--- src/rtl/ipc_mbx_pkg.sv ---
package ipc_mbx_pkg;

    localparam int unsigned MBX_AW = 10;
    localparam int unsigned MBX_DW = 32;
    localparam int unsigned MBX_IW = 4;

    typedef enum logic [2:0] {
        RG_NONE,
        RG_REV,
        RG_MSG,
        RG_FULL,
        RG_CNT,
        RG_STAT,
        RG_ENSET,
        RG_ENCLR
    } reg_kind_e;

    typedef struct packed {
        reg_kind_e         kind;
        logic [MBX_IW-1:0] idx;
    } reg_sel_t;

    // Word map: 0x000 revision, 0x01m/0x02m/0x03m queue m message/full/count,
    // 0x040 + 4u + {1,2,3} user u status/enable-set/enable-clear.
    function automatic reg_sel_t mbx_decode(input logic [MBX_AW-1:0] a,
                                            input int unsigned nf,
                                            input int unsigned nu);
        reg_sel_t s;
        s.kind = RG_NONE;
        s.idx  = a[3:0];
        if (a == '0) begin
            s.kind = RG_REV;
        end else if (a[9:6] == 4'd0) begin
            if (32'(a[3:0]) < nf) begin
                case (a[5:4])
                    2'd1:    s.kind = RG_MSG;
                    2'd2:    s.kind = RG_FULL;
                    2'd3:    s.kind = RG_CNT;
                    default: s.kind = RG_NONE;
                endcase
            end
        end else if (a[9:6] == 4'd1) begin
            s.idx = a[5:2];
            if (32'(a[5:2]) < nu) begin
                case (a[1:0])
                    2'd1:    s.kind = RG_STAT;
                    2'd2:    s.kind = RG_ENSET;
                    2'd3:    s.kind = RG_ENCLR;
                    default: s.kind = RG_NONE;
                endcase
            end
        end
        return s;
    endfunction

endpackage

--- src/rtl/ipc_mbx_queue.sv ---
module ipc_mbx_queue #(
    parameter int unsigned DW    = 32,
    parameter int unsigned DEPTH = 4,
    localparam int unsigned CW   = $clog2(DEPTH + 1),
    localparam int unsigned PW   = (DEPTH > 1) ? $clog2(DEPTH) : 1
) (
    input  logic          clk,
    input  logic          rst,
    input  logic          push,
    input  logic [DW-1:0] push_data,
    input  logic          pop,
    output logic [DW-1:0] head,
    output logic [CW-1:0] cnt,
    output logic          full,
    output logic          empty
);

    logic [DW-1:0] mem [DEPTH];
    logic [PW-1:0] wr_ptr, rd_ptr;
    logic          do_push, do_pop;

    assign full    = (cnt == CW'(DEPTH));
    assign empty   = (cnt == '0);
    assign do_push = push && !full;
    assign do_pop  = pop && !empty;
    assign head    = mem[rd_ptr];

    function automatic logic [PW-1:0] step(input logic [PW-1:0] p);
        return (p == PW'(DEPTH - 1)) ? '0 : p + 1'b1;
    endfunction

    always_ff @(posedge clk) begin
        if (rst) begin
            wr_ptr <= '0;
            rd_ptr <= '0;
            cnt    <= '0;
        end else begin
            if (do_push) wr_ptr <= step(wr_ptr);
            if (do_pop)  rd_ptr <= step(rd_ptr);
            if (do_push && !do_pop)      cnt <= cnt + 1'b1;
            else if (do_pop && !do_push) cnt <= cnt - 1'b1;
        end
    end

    always_ff @(posedge clk) begin
        if (do_push) mem[wr_ptr] <= push_data;
    end

endmodule

--- src/rtl/ipc_mbx_user.sv ---
module ipc_mbx_user #(
    parameter int unsigned EW = 8
) (
    input  logic          clk,
    input  logic          rst,
    input  logic [EW-1:0] ev,
    input  logic          stat_wr,
    input  logic          en_set_wr,
    input  logic          en_clr_wr,
    input  logic [EW-1:0] wdata,
    output logic [EW-1:0] status,
    output logic [EW-1:0] enable,
    output logic          irq
);

    logic [EW-1:0] clr_mask;

    assign clr_mask = stat_wr ? wdata : '0;

    always_ff @(posedge clk) begin
        if (rst) begin
            status <= '0;
            enable <= '0;
        end else begin
            // a new event wins over a clear in the same cycle
            status <= (status & ~clr_mask) | ev;
            if (en_set_wr)      enable <= enable | wdata;
            else if (en_clr_wr) enable <= enable & ~wdata;
        end
    end

    assign irq = |(status & enable);

endmodule

--- src/rtl/ipc_mailbox.sv ---
module ipc_mailbox
    import ipc_mbx_pkg::*;
#(
    parameter int unsigned NUM_FIFOS = 4,
    parameter int unsigned NUM_USERS = 2,
    parameter int unsigned DEPTH     = 4,
    parameter logic [31:0] REV_VALUE = 32'h0001_0200
) (
    input  logic                 clk,
    input  logic                 rst,
    input  logic                 bus_en,
    input  logic                 bus_we,
    input  logic [9:0]           bus_addr,
    input  logic [31:0]          bus_wdata,
    output logic [31:0]          bus_rdata,
    output logic [NUM_USERS-1:0] irq
);

    localparam int unsigned EW = 2 * NUM_FIFOS;
    localparam int unsigned CW = $clog2(DEPTH + 1);

    reg_sel_t      sel;
    logic [EW-1:0] ev;
    logic [31:0]   rd_next;

    logic [31:0]          q_head [NUM_FIFOS];
    logic [CW-1:0]        q_cnt  [NUM_FIFOS];
    logic [NUM_FIFOS-1:0] q_full, q_empty;
    logic [EW-1:0]        u_stat [NUM_USERS];
    logic [EW-1:0]        u_en   [NUM_USERS];

    assign sel = mbx_decode(bus_addr, NUM_FIFOS, NUM_USERS);

    for (genvar g = 0; g < NUM_FIFOS; g++) begin : g_q
        logic hit, push, pop;
        assign hit  = bus_en && (sel.kind == RG_MSG) && (sel.idx == MBX_IW'(g));
        assign push = hit && bus_we;
        assign pop  = hit && !bus_we;

        ipc_mbx_queue #(.DW(32), .DEPTH(DEPTH)) q_i (
            .clk       (clk),
            .rst       (rst),
            .push      (push),
            .push_data (bus_wdata),
            .pop       (pop),
            .head      (q_head[g]),
            .cnt       (q_cnt[g]),
            .full      (q_full[g]),
            .empty     (q_empty[g])
        );

        assign ev[2*g]   = push && !q_full[g];
        assign ev[2*g+1] = pop && q_full[g];
    end

    for (genvar u = 0; u < NUM_USERS; u++) begin : g_u
        logic sel_u;
        assign sel_u = bus_en && bus_we && (sel.idx == MBX_IW'(u));

        ipc_mbx_user #(.EW(EW)) u_i (
            .clk       (clk),
            .rst       (rst),
            .ev        (ev),
            .stat_wr   (sel_u && (sel.kind == RG_STAT)),
            .en_set_wr (sel_u && (sel.kind == RG_ENSET)),
            .en_clr_wr (sel_u && (sel.kind == RG_ENCLR)),
            .wdata     (bus_wdata[EW-1:0]),
            .status    (u_stat[u]),
            .enable    (u_en[u]),
            .irq       (irq[u])
        );
    end

    always_comb begin
        rd_next = '0;
        case (sel.kind)
            RG_REV: rd_next = REV_VALUE;
            RG_MSG: begin
                for (int i = 0; i < NUM_FIFOS; i++)
                    if (sel.idx == MBX_IW'(i) && !q_empty[i]) rd_next = q_head[i];
            end
            RG_FULL: begin
                for (int i = 0; i < NUM_FIFOS; i++)
                    if (sel.idx == MBX_IW'(i)) rd_next = 32'(q_full[i]);
            end
            RG_CNT: begin
                for (int i = 0; i < NUM_FIFOS; i++)
                    if (sel.idx == MBX_IW'(i)) rd_next = 32'(q_cnt[i]);
            end
            RG_STAT: begin
                for (int i = 0; i < NUM_USERS; i++)
                    if (sel.idx == MBX_IW'(i)) rd_next = 32'(u_stat[i]);
            end
            RG_ENSET, RG_ENCLR: begin
                for (int i = 0; i < NUM_USERS; i++)
                    if (sel.idx == MBX_IW'(i)) rd_next = 32'(u_en[i]);
            end
            default: rd_next = '0;
        endcase
    end

    always_ff @(posedge clk) begin
        if (rst)                  bus_rdata <= '0;
        else if (bus_en && !bus_we) bus_rdata <= rd_next;
    end

endmodule

--- config.mk ---
export PLATFORM = sky130hd
export DESIGN_NAME = ipc_mailbox
export DESIGN_NICKNAME = d
export VERILOG_FILES = /design/src/rtl/ipc_mbx_pkg.sv /design/src/rtl/ipc_mbx_queue.sv /design/src/rtl/ipc_mbx_user.sv /design/src/rtl/ipc_mailbox.sv
export SDC_FILE = /design/constraint.sdc
export NUM_CORES = 1
export LEC_CHECK = 0
export ABC_AREA = 0
export ABC_CLOCK_PERIOD_IN_PS = 3780
export CAP_MARGIN = 20
export CORE_MARGIN = 10
export CORE_UTILIZATION = 26
export CTS_BUF_LIST = sky130_fd_sc_hd__clkbuf_4
export DETAILED_ROUTE_END_ITERATION = 16
export MAX_ROUTING_LAYER = met4
export PLACE_DENSITY = 0.38
export SYNTH_ARGS = -nofsm -noshare
export SYNTH_HDL_FRONTEND = slang
export SYNTH_SLANG_ARGS = --single-unit
export TNS_END_PERCENT = 1
--- constraint.sdc ---
create_clock -name clk -period 3.78 [get_ports clk]
set_input_delay 0.567 -clock clk [delete_from_list [all_inputs] [get_ports clk]]
set_output_delay 0.567 -clock clk [all_outputs]
set_load 0.01 [all_outputs]
; ---- Word level (Yosys, flattened, before mapping)
; Memory sizes are Yosys's and may differ from the RTL's. A register that Yosys moved wholly into a read port is not among the register bits.
; Cells that the tools add are included.
[classes]
add_sub_neg = 16
magnitude_cmp = 2
eq_ne = 29
n_mux = 64
n_bitwise = 13
reduce_logical = 80
[op_table]
columns = op, count
row1 = $mux 32, 12
row2 = $pmux 32 s6, 1
row3 = $mux 8, 8
row4 = $and 8x8->8, 6
row5 = $logic_and 1x1->1, 47
row6 = $mux 3, 13
row7 = $mux 2, 16
row8 = $or 8x8->8, 4
row9 = $eq 2x2->1 const B, 12
row10 = $eq 3x3->1 const B, 8
row11 = $not 8->8, 3
row12 = $pmux 3 s3, 2
row13 = $logic_not 1->1, 17
row14 = $add 2x1->2 const B, 8
row15 = $reduce_or 8->1, 2
row16 = $add 3x1->3 const B, 4
row17 = $logic_not 3->1, 4
row18 = $reduce_bool 2->1, 6
row19 = $sub 3x1->3 const B, 4
row20 = $logic_not 10->1, 1
row21 = $mux 1, 9
row22 = $eq 4x1->1 const B, 2
row23 = $eq 4x2->1 const B, 2
row24 = $logic_not 4->1, 2
row25 = 8 further kinds, 11
[totals]
ff_bits = 92
mem_bits_rw = 512
n_memories = 4
[mem_list]
columns = name, depth, word_bits, read_ports, rd_ports_with_merged_regs, write_ports, line_no
row1 = g_q[0].q_i.mem, 4, 32, 1, 1, 1, ipc_mbx_queue.sv:18  ; logic [DW-1:0] mem [DEPTH];
row2 = g_q[1].q_i.mem, 4, 32, 1, 1, 1, ipc_mbx_queue.sv:18
row3 = g_q[2].q_i.mem, 4, 32, 1, 1, 1, ipc_mbx_queue.sv:18
row4 = g_q[3].q_i.mem, 4, 32, 1, 1, 1, ipc_mbx_queue.sv:18

; ---- Depth between registers and ports, before layout
[depth]
ltp_word = 15
depth_mapped = 14

; ---- Modules after synthesis
; A second synthesis with hierarchy kept.
[hier_totals]
cells_unflattened = 1345
hier_area_um2 = 24552.3
[by_module_without_submodules]
columns = module, instances, cells_each, area_each_um2, seq_area_each_um2
row1 = ipc_mbx_queue, 4, 217, 5098.6, 4023.9
row2 = ipc_mailbox, 1, 349, 2748.9, 640.6
row3 = ipc_mbx_user, 2, 64, 704.4, 320.3

; ---- Worst setup path before layout
; Ideal clock, no wire load.
[synth_path]
path_kind = in2reg
from = input bus_addr[4]
to = register g_q[0].q_i.cnt[2]
arrival_ps = 3257
required_time_ps = 3710
path_slack_ps = 453
path_stages = 13
cell_sequence = inv_1 ha_1 nor3b_1 or3_1 nor4_2 nand3_1 inv_1 ha_1 inv_1 fa_1 xor2_1 or3_1 a21oi_1
[synth_between]
elab_chain_len = 13
[synth_lines]
columns = element, line_no
row1 = start: declaration, ipc_mailbox.sv:13  ; input logic [9:0] bus_addr,
row2 = "$lt 4x2->1, or another cell as far along", ipc_mbx_pkg.sv:44  ; if (32'(a[5:2]) < nu) begin
row3 = $mux 3 or $pmux 3 s3 (tied branches), "ipc_mbx_pkg.sv:44, ipc_mbx_pkg.sv:35"
row4 = $mux 7 or $mux 3 (tied branches), "ipc_mbx_pkg.sv:42, ipc_mbx_pkg.sv:34"
row5 = $mux 3, ipc_mbx_pkg.sv:33  ; end else if (a[9:6] == 4'd0) begin
row6 = $mux 3, ipc_mbx_pkg.sv:31  ; if (a == '0) begin
row7 = $eq 3x2->1, ipc_mailbox.sv:36  ; assign hit = bus_en && (sel.kind == RG_MSG) && (sel.idx == MBX_IW'(g));
row8 = $logic_and 1x1->1, ipc_mailbox.sv:36
row9 = $logic_and 1x1->1 *, ipc_mailbox.sv:36
row10 = $logic_and 1x1->1 *, ipc_mailbox.sv:37  ; assign push = hit && bus_we;
row11 = $logic_and 1x1->1 *, ipc_mbx_queue.sv:24  ; assign do_push = push && !full;
row12 = net g_q[0].q_i.do_push, ipc_mbx_queue.sv:20  ; logic do_push, do_pop;
row13 = $logic_not 1->1, ipc_mbx_queue.sv:41  ; else if (do_pop && !do_push) cnt <= cnt - 1'b1;
row14 = $logic_and 1x1->1, ipc_mbx_queue.sv:41
row15 = $reduce_bool 2->1 (no source line), -
row16 = end signal: assignment, ipc_mbx_queue.sv:40  ; if (do_push && !do_pop) cnt <= cnt + 1'b1;
row17 = end signal: assignment, ipc_mbx_queue.sv:41
row18 = end: declaration, ipc_mbx_queue.sv:13  ; output logic [CW-1:0] cnt,
; The timed path passes the listed nets; every way through them passes the cells marked *.
; A chain may end at the register's enable or synchronous reset.

; ---- Worst setup path after layout
[layout_path]
from = register g_u[0].u_i.status[6]
to = output irq[0]
[layout_between]
elab_chain_len = 2
[layout_lines]
columns = element, line_no
row1 = start: declaration, ipc_mbx_user.sv:11  ; output logic [EW-1:0] status,
row2 = start signal: assignment, ipc_mbx_user.sv:26  ; status <= (status & ~clr_mask) | ev;
row3 = $and 8x8->8, ipc_mbx_user.sv:32  ; assign irq = |(status & enable);
row4 = $reduce_or 8->1, ipc_mbx_user.sv:32
row5 = end: declaration, ipc_mailbox.sv:16  ; output logic [NUM_USERS-1:0] irq
; Every way passes these cells.

==> summary.txt <==
Layout
  • Non-Filler Instances: a little over 3000
  • Layout cells sized above 1: 0.315
  • Area Overhead vs Synth: 22.2%
  • Layout Nets: approximately 1700
  • Fill cells: slightly above 9000

Timing
  • Fin worst setup slack: between 0.7 and 0.8 ns
  • RSZ-0062 raised after global routing: no
  • Clk_skew: around 0.069 ns
  • Max Freq: 0.329 GHz
  • Slew HR: 0.308
  • Hold violation count in the final report: 0
  • Setup violators final: 0
  • Final max-slew violation count: 0
  • Setup TNS: 0 ns
  • Min Tclk post-route: 3.04 ns
  • Tcrit/Tclk final: 0.803
  • Worst slew pin tran: between 1 and 1.5 ns

Synthesis
  • Syn Nets: approximately 1500
  • Mux contribution to synthesized area: 0.125
  • Post-Synth Simple-Gate Area: 0.0502
  • Post-synthesis compound-gate area fraction: 0.0690
  • Top FF cell, synth: edfxtp_1
  • Syn_area_per_cell: ~18 um^2
  • Synth top area share: 0.632
  • Gate Count Post-Synth: 1382
  • Netlist Area Pre-Place: around 0.024 mm^2
  • Yosys reg bits: 612
  • Main combinational cell family by area after synthesis: multiplexers
  • Number of synthesized flops with an enable pin: around 500
  • Seq/Total Area, Yosys: 0.715
  • Synth warn: 0
  • Count of different cell masters after synthesis: 63
  • Synth Area in XOR/XNOR: 0.00288
  • Post-synth top area cell: edfxtp_1
  • Adder-Cell Fraction of Synth Area: 0.0172
  • Ys async rst share: 0
  • Synth area leaders: edfxtp_1, mux4_2, dfxtp_1

Drt
  • Final antenna-violating net count: 0
  • DRT Pass-1 Iters: 5
  • Drt total wl: a little over 70 mm
  • Routed wire per std cell: roughly 23 um
  • Via count: roughly 14000
  • DRT iter0 DRCs: approximately 800
  • Via-to-Cell Ratio: about 4.6
  • Number of remaining DRC errors: 0

Pwr
  • Power Total: ~14 mW
  • Comb power frac: 0.018
  • Lkg Pwr: ~9.6 nW
  • Sw Share: 0.221
  • Cell Pwr Density: 469 mW/mm^2
  • Internal power: approximately 11 mW
  • Sequential power share: 0.524
  • Clock Power Share: 0.458
  • Maximum vdd drop: around 210 uV
  • Psw: slightly above 3 mW

Placement
  • Setup WS pre-CTS: -0.0756 ns
  • Hpwl dp: approximately 42 mm
  • Port Buf Inserts: 79
  • Routability cong.: 0.776
  • Placed cells: 2733

Setup path
  • Nature of the critical path endpoint: output pin
  • Critical Path RT: roughly 3.2 ns
  • Critical path type: reg -> out
  • CP startpoint kind: flop
  • Largest fanout on the critical path: 3
  • Critical Path AT: roughly 2.5 ns

Die
  • Die height: around 330 um
  • Initial Util: 0.261
  • Die Wd: around 330 um
  • Core area: 0.0930 mm^2
  • Num rows: around 110
  • Die ar.: 0.106 mm^2
  • Num ports: 80

CTS
  • CTS max path bufs: 3
  • Root Buffer: clkbuf_4
  • H-tree Lvls: 4
  • Hold_buf cts: 0
  • Total CTS buffers: ~170
  • Resized cells post-CTS: 0
  • CTS tree: built
  • Setup bufs post-CTS: 0
  • Clk pin slew, worst setup/hold paths: roughly 0.060 ns
  • Clk_lat worst skew: just over 1 ns
  • Clk sinks: roughly 600

Job
  • Max cap viols: 0

Run status
  • Status: complete, no violations

Global route
  • First-pass GRT wire length: approximately 100 mm
  • Largest net degree at the start of global routing: ~70
  • Congestion Overflow GR: 0
  • Initial antenna violation count: 2
  • Vias in the first global route: roughly 15000
  • Gr usage total: 0.136

Min path
  • Hold crit path type: in -> reg
## registers in the layout (all words and copies together), names as in the netlist, named ones only
signal and flops:
g_q.q_i.wr_ptr 8, g_q.q_i.rd_ptr 8, g_q.q_i.mem 512, g_q.q_i.cnt 12, g_u.u_i.status 16, bus_rdata 32
## synthesized netlist by cell type (all sizes together), types with 2 or more instances
| master | n |
|---|---|
| or3 | 18 |
| nor2b | 2 |
| nor2 | 20 |
| a21oi | 63 |
| nand2 | 102 |
| mux2 | 6 |
| a41oi | 2 |
| ha | 27 |
| edfxtp | 512 |
| nand4 | 6 |
| nor3b | 2 |
| clkbuf | 41 |
| or4 | 2 |
| nor4 | 6 |
| nand3 | 31 |
| dfxtp | 100 |
| fa | 4 |
| and2 | 11 |
| nand2b | 3 |
| mux2i | 10 |
| a211oi | 2 |
| a31oi | 4 |
| o21ai | 35 |
| inv | 31 |
| a22o | 30 |
| nor3 | 10 |
| nor4b | 7 |
| nor4bb | 2 |
| o22ai | 2 |
| buf | 37 |
| o31a | 3 |
| xor2 | 8 |
| and3 | 11 |
| a22oi | 75 |
| a2111oi | 3 |
| a221oi | 4 |
| o32ai | 6 |
| mux4 | 128 |
| a21o | 3 |
## power groups by stage
stage / Sequential (mW) / Combinational (mW) / Clock, mW
2_1_floorplan: 7.44 / 0.0641 / 0
3_3_place_gp: 7.44 / 0.244 / 0
3_5_place_dp: 7.44 / 0.250 / 0
4_1_cts: 7.29 / 0.251 / 6.67
5_1_grt: 7.29 / 0.271 / 7.03
6_report: 7.30 / 0.245 / 6.39
## final timing paths
path | depth (start not counted) | from | slack, ns | endpoint
min | 3 | rst | 0.21 | bus_rdata[10]$_SDFFE_PP0P_
min reg2reg | 2 | g_q[2].q_i.rd_ptr[1]$_SDFFE_PP0P_ | 0.48 | flop
max | 3 | g_u[0].u_i.status[6]$_SDFF_PP0_ | 0.74 | irq[0]
max reg2reg | 9 | g_q[2].q_i.cnt[0]$_SDFFE_PP0P_ | 1.35 | g_q[2].q_i.cnt[2]$_SDFFE_PP0P_
## stage by stage
stage / util / hold WS, ns / cell area, um^2
after floorplan: - / 0.449 / 24300
after global placement: 0.294 / 0.459 / 27400
after detailed placement: 0.294 / 0.464 / 27400
after CTS: 0.319 / 0.0165 / 29700
after global routing: 0.319 / 0.0738 / 29700
final: 0.319 / 0.211 / 29700
## placed cells by master (no fill, tap or decap), drive strengths merged, types with 6 or more instances in the layout
| cell | netlist | routed |
|---|---|---|
| mux4 | 128 | 128 |
| inv | 31 | 39 |
| nor3 | 10 | 10 |
| buf | 37 | 97 |
| nor4 | 6 | 6 |
| a22oi | 75 | 75 |
| nand4 | 6 | 6 |
| clkdlybuf4s50 | 0 | 78 |
| dfxtp | 100 | 100 |
| nand3 | 31 | 31 |
| or3 | 18 | 18 |
| mux2 | 6 | 6 |
| nand2 | 102 | 102 |
| edfxtp | 512 | 512 |
| ha | 27 | 27 |
| xor2 | 8 | 8 |
| mux2i | 10 | 10 |
| and2 | 11 | 11 |
| clkbuf | 41 | 277 |
| nor4b | 7 | 7 |
| and3 | 11 | 11 |
| o21ai | 35 | 35 |
| clkinv | 0 | 31 |
| a22o | 30 | 30 |
| a21oi | 63 | 63 |
| nor2 | 20 | 20 |
| o32ai | 6 | 6 |
## layer usage
metal | GRT usage | vias to the layer above | routed length, um
met2 | 0.215 | 377 | 33900
met3 | 0.0336 | 134 | 3350
met4 | 0.0505 | 0 | 1890
li1 | - | 6254 | -
met1 | 0.169 | 7295 | 31300
met5 | - | - | 0
## worst max-delay path, cell delays in order, from the launching register on
cell	delay, ns
dfxtp_1	0.34
a22oi_1	0.26
nand4_1	0.29
clkdlybuf4s50_1	0.58
## area by class of cell
| cell class | count | area, um^2 | share of cell area |
|---|---|---|---|
| Sequential cell | 612 | 17400 | 0.585 |
| Clock buffer | 277 | 2080 | 0.0700 |
| Multi-Input combinational cell | 661 | 6480 | 0.218 |
| Inverter | 31 | 116 | 0.00391 |
| Clock inverter | 42 | 279 | 0.00939 |
| Tap cell | 1254 | 1570 | 0.0528 |
| Timing Repair Buffer | 175 | 1800 | 0.0607 |
| Antenna cell | 1 | 2.50 | 0.0000842 |
## logic make-up after synthesis
| logic type | Yosys count |
|---|---|
| AO/OA/AOI/OAI | 241 |
| AND/OR/NAND/NOR | 237 |
| multiplexers | 144 |
| XOR/XNOR | 8 |
| adder cells (fa/ha/maj) | 31 |
| flip-flops | 612 |
| buffers and inverters | 109 |
Note: power is estimated with default switching activity, not from simulation.
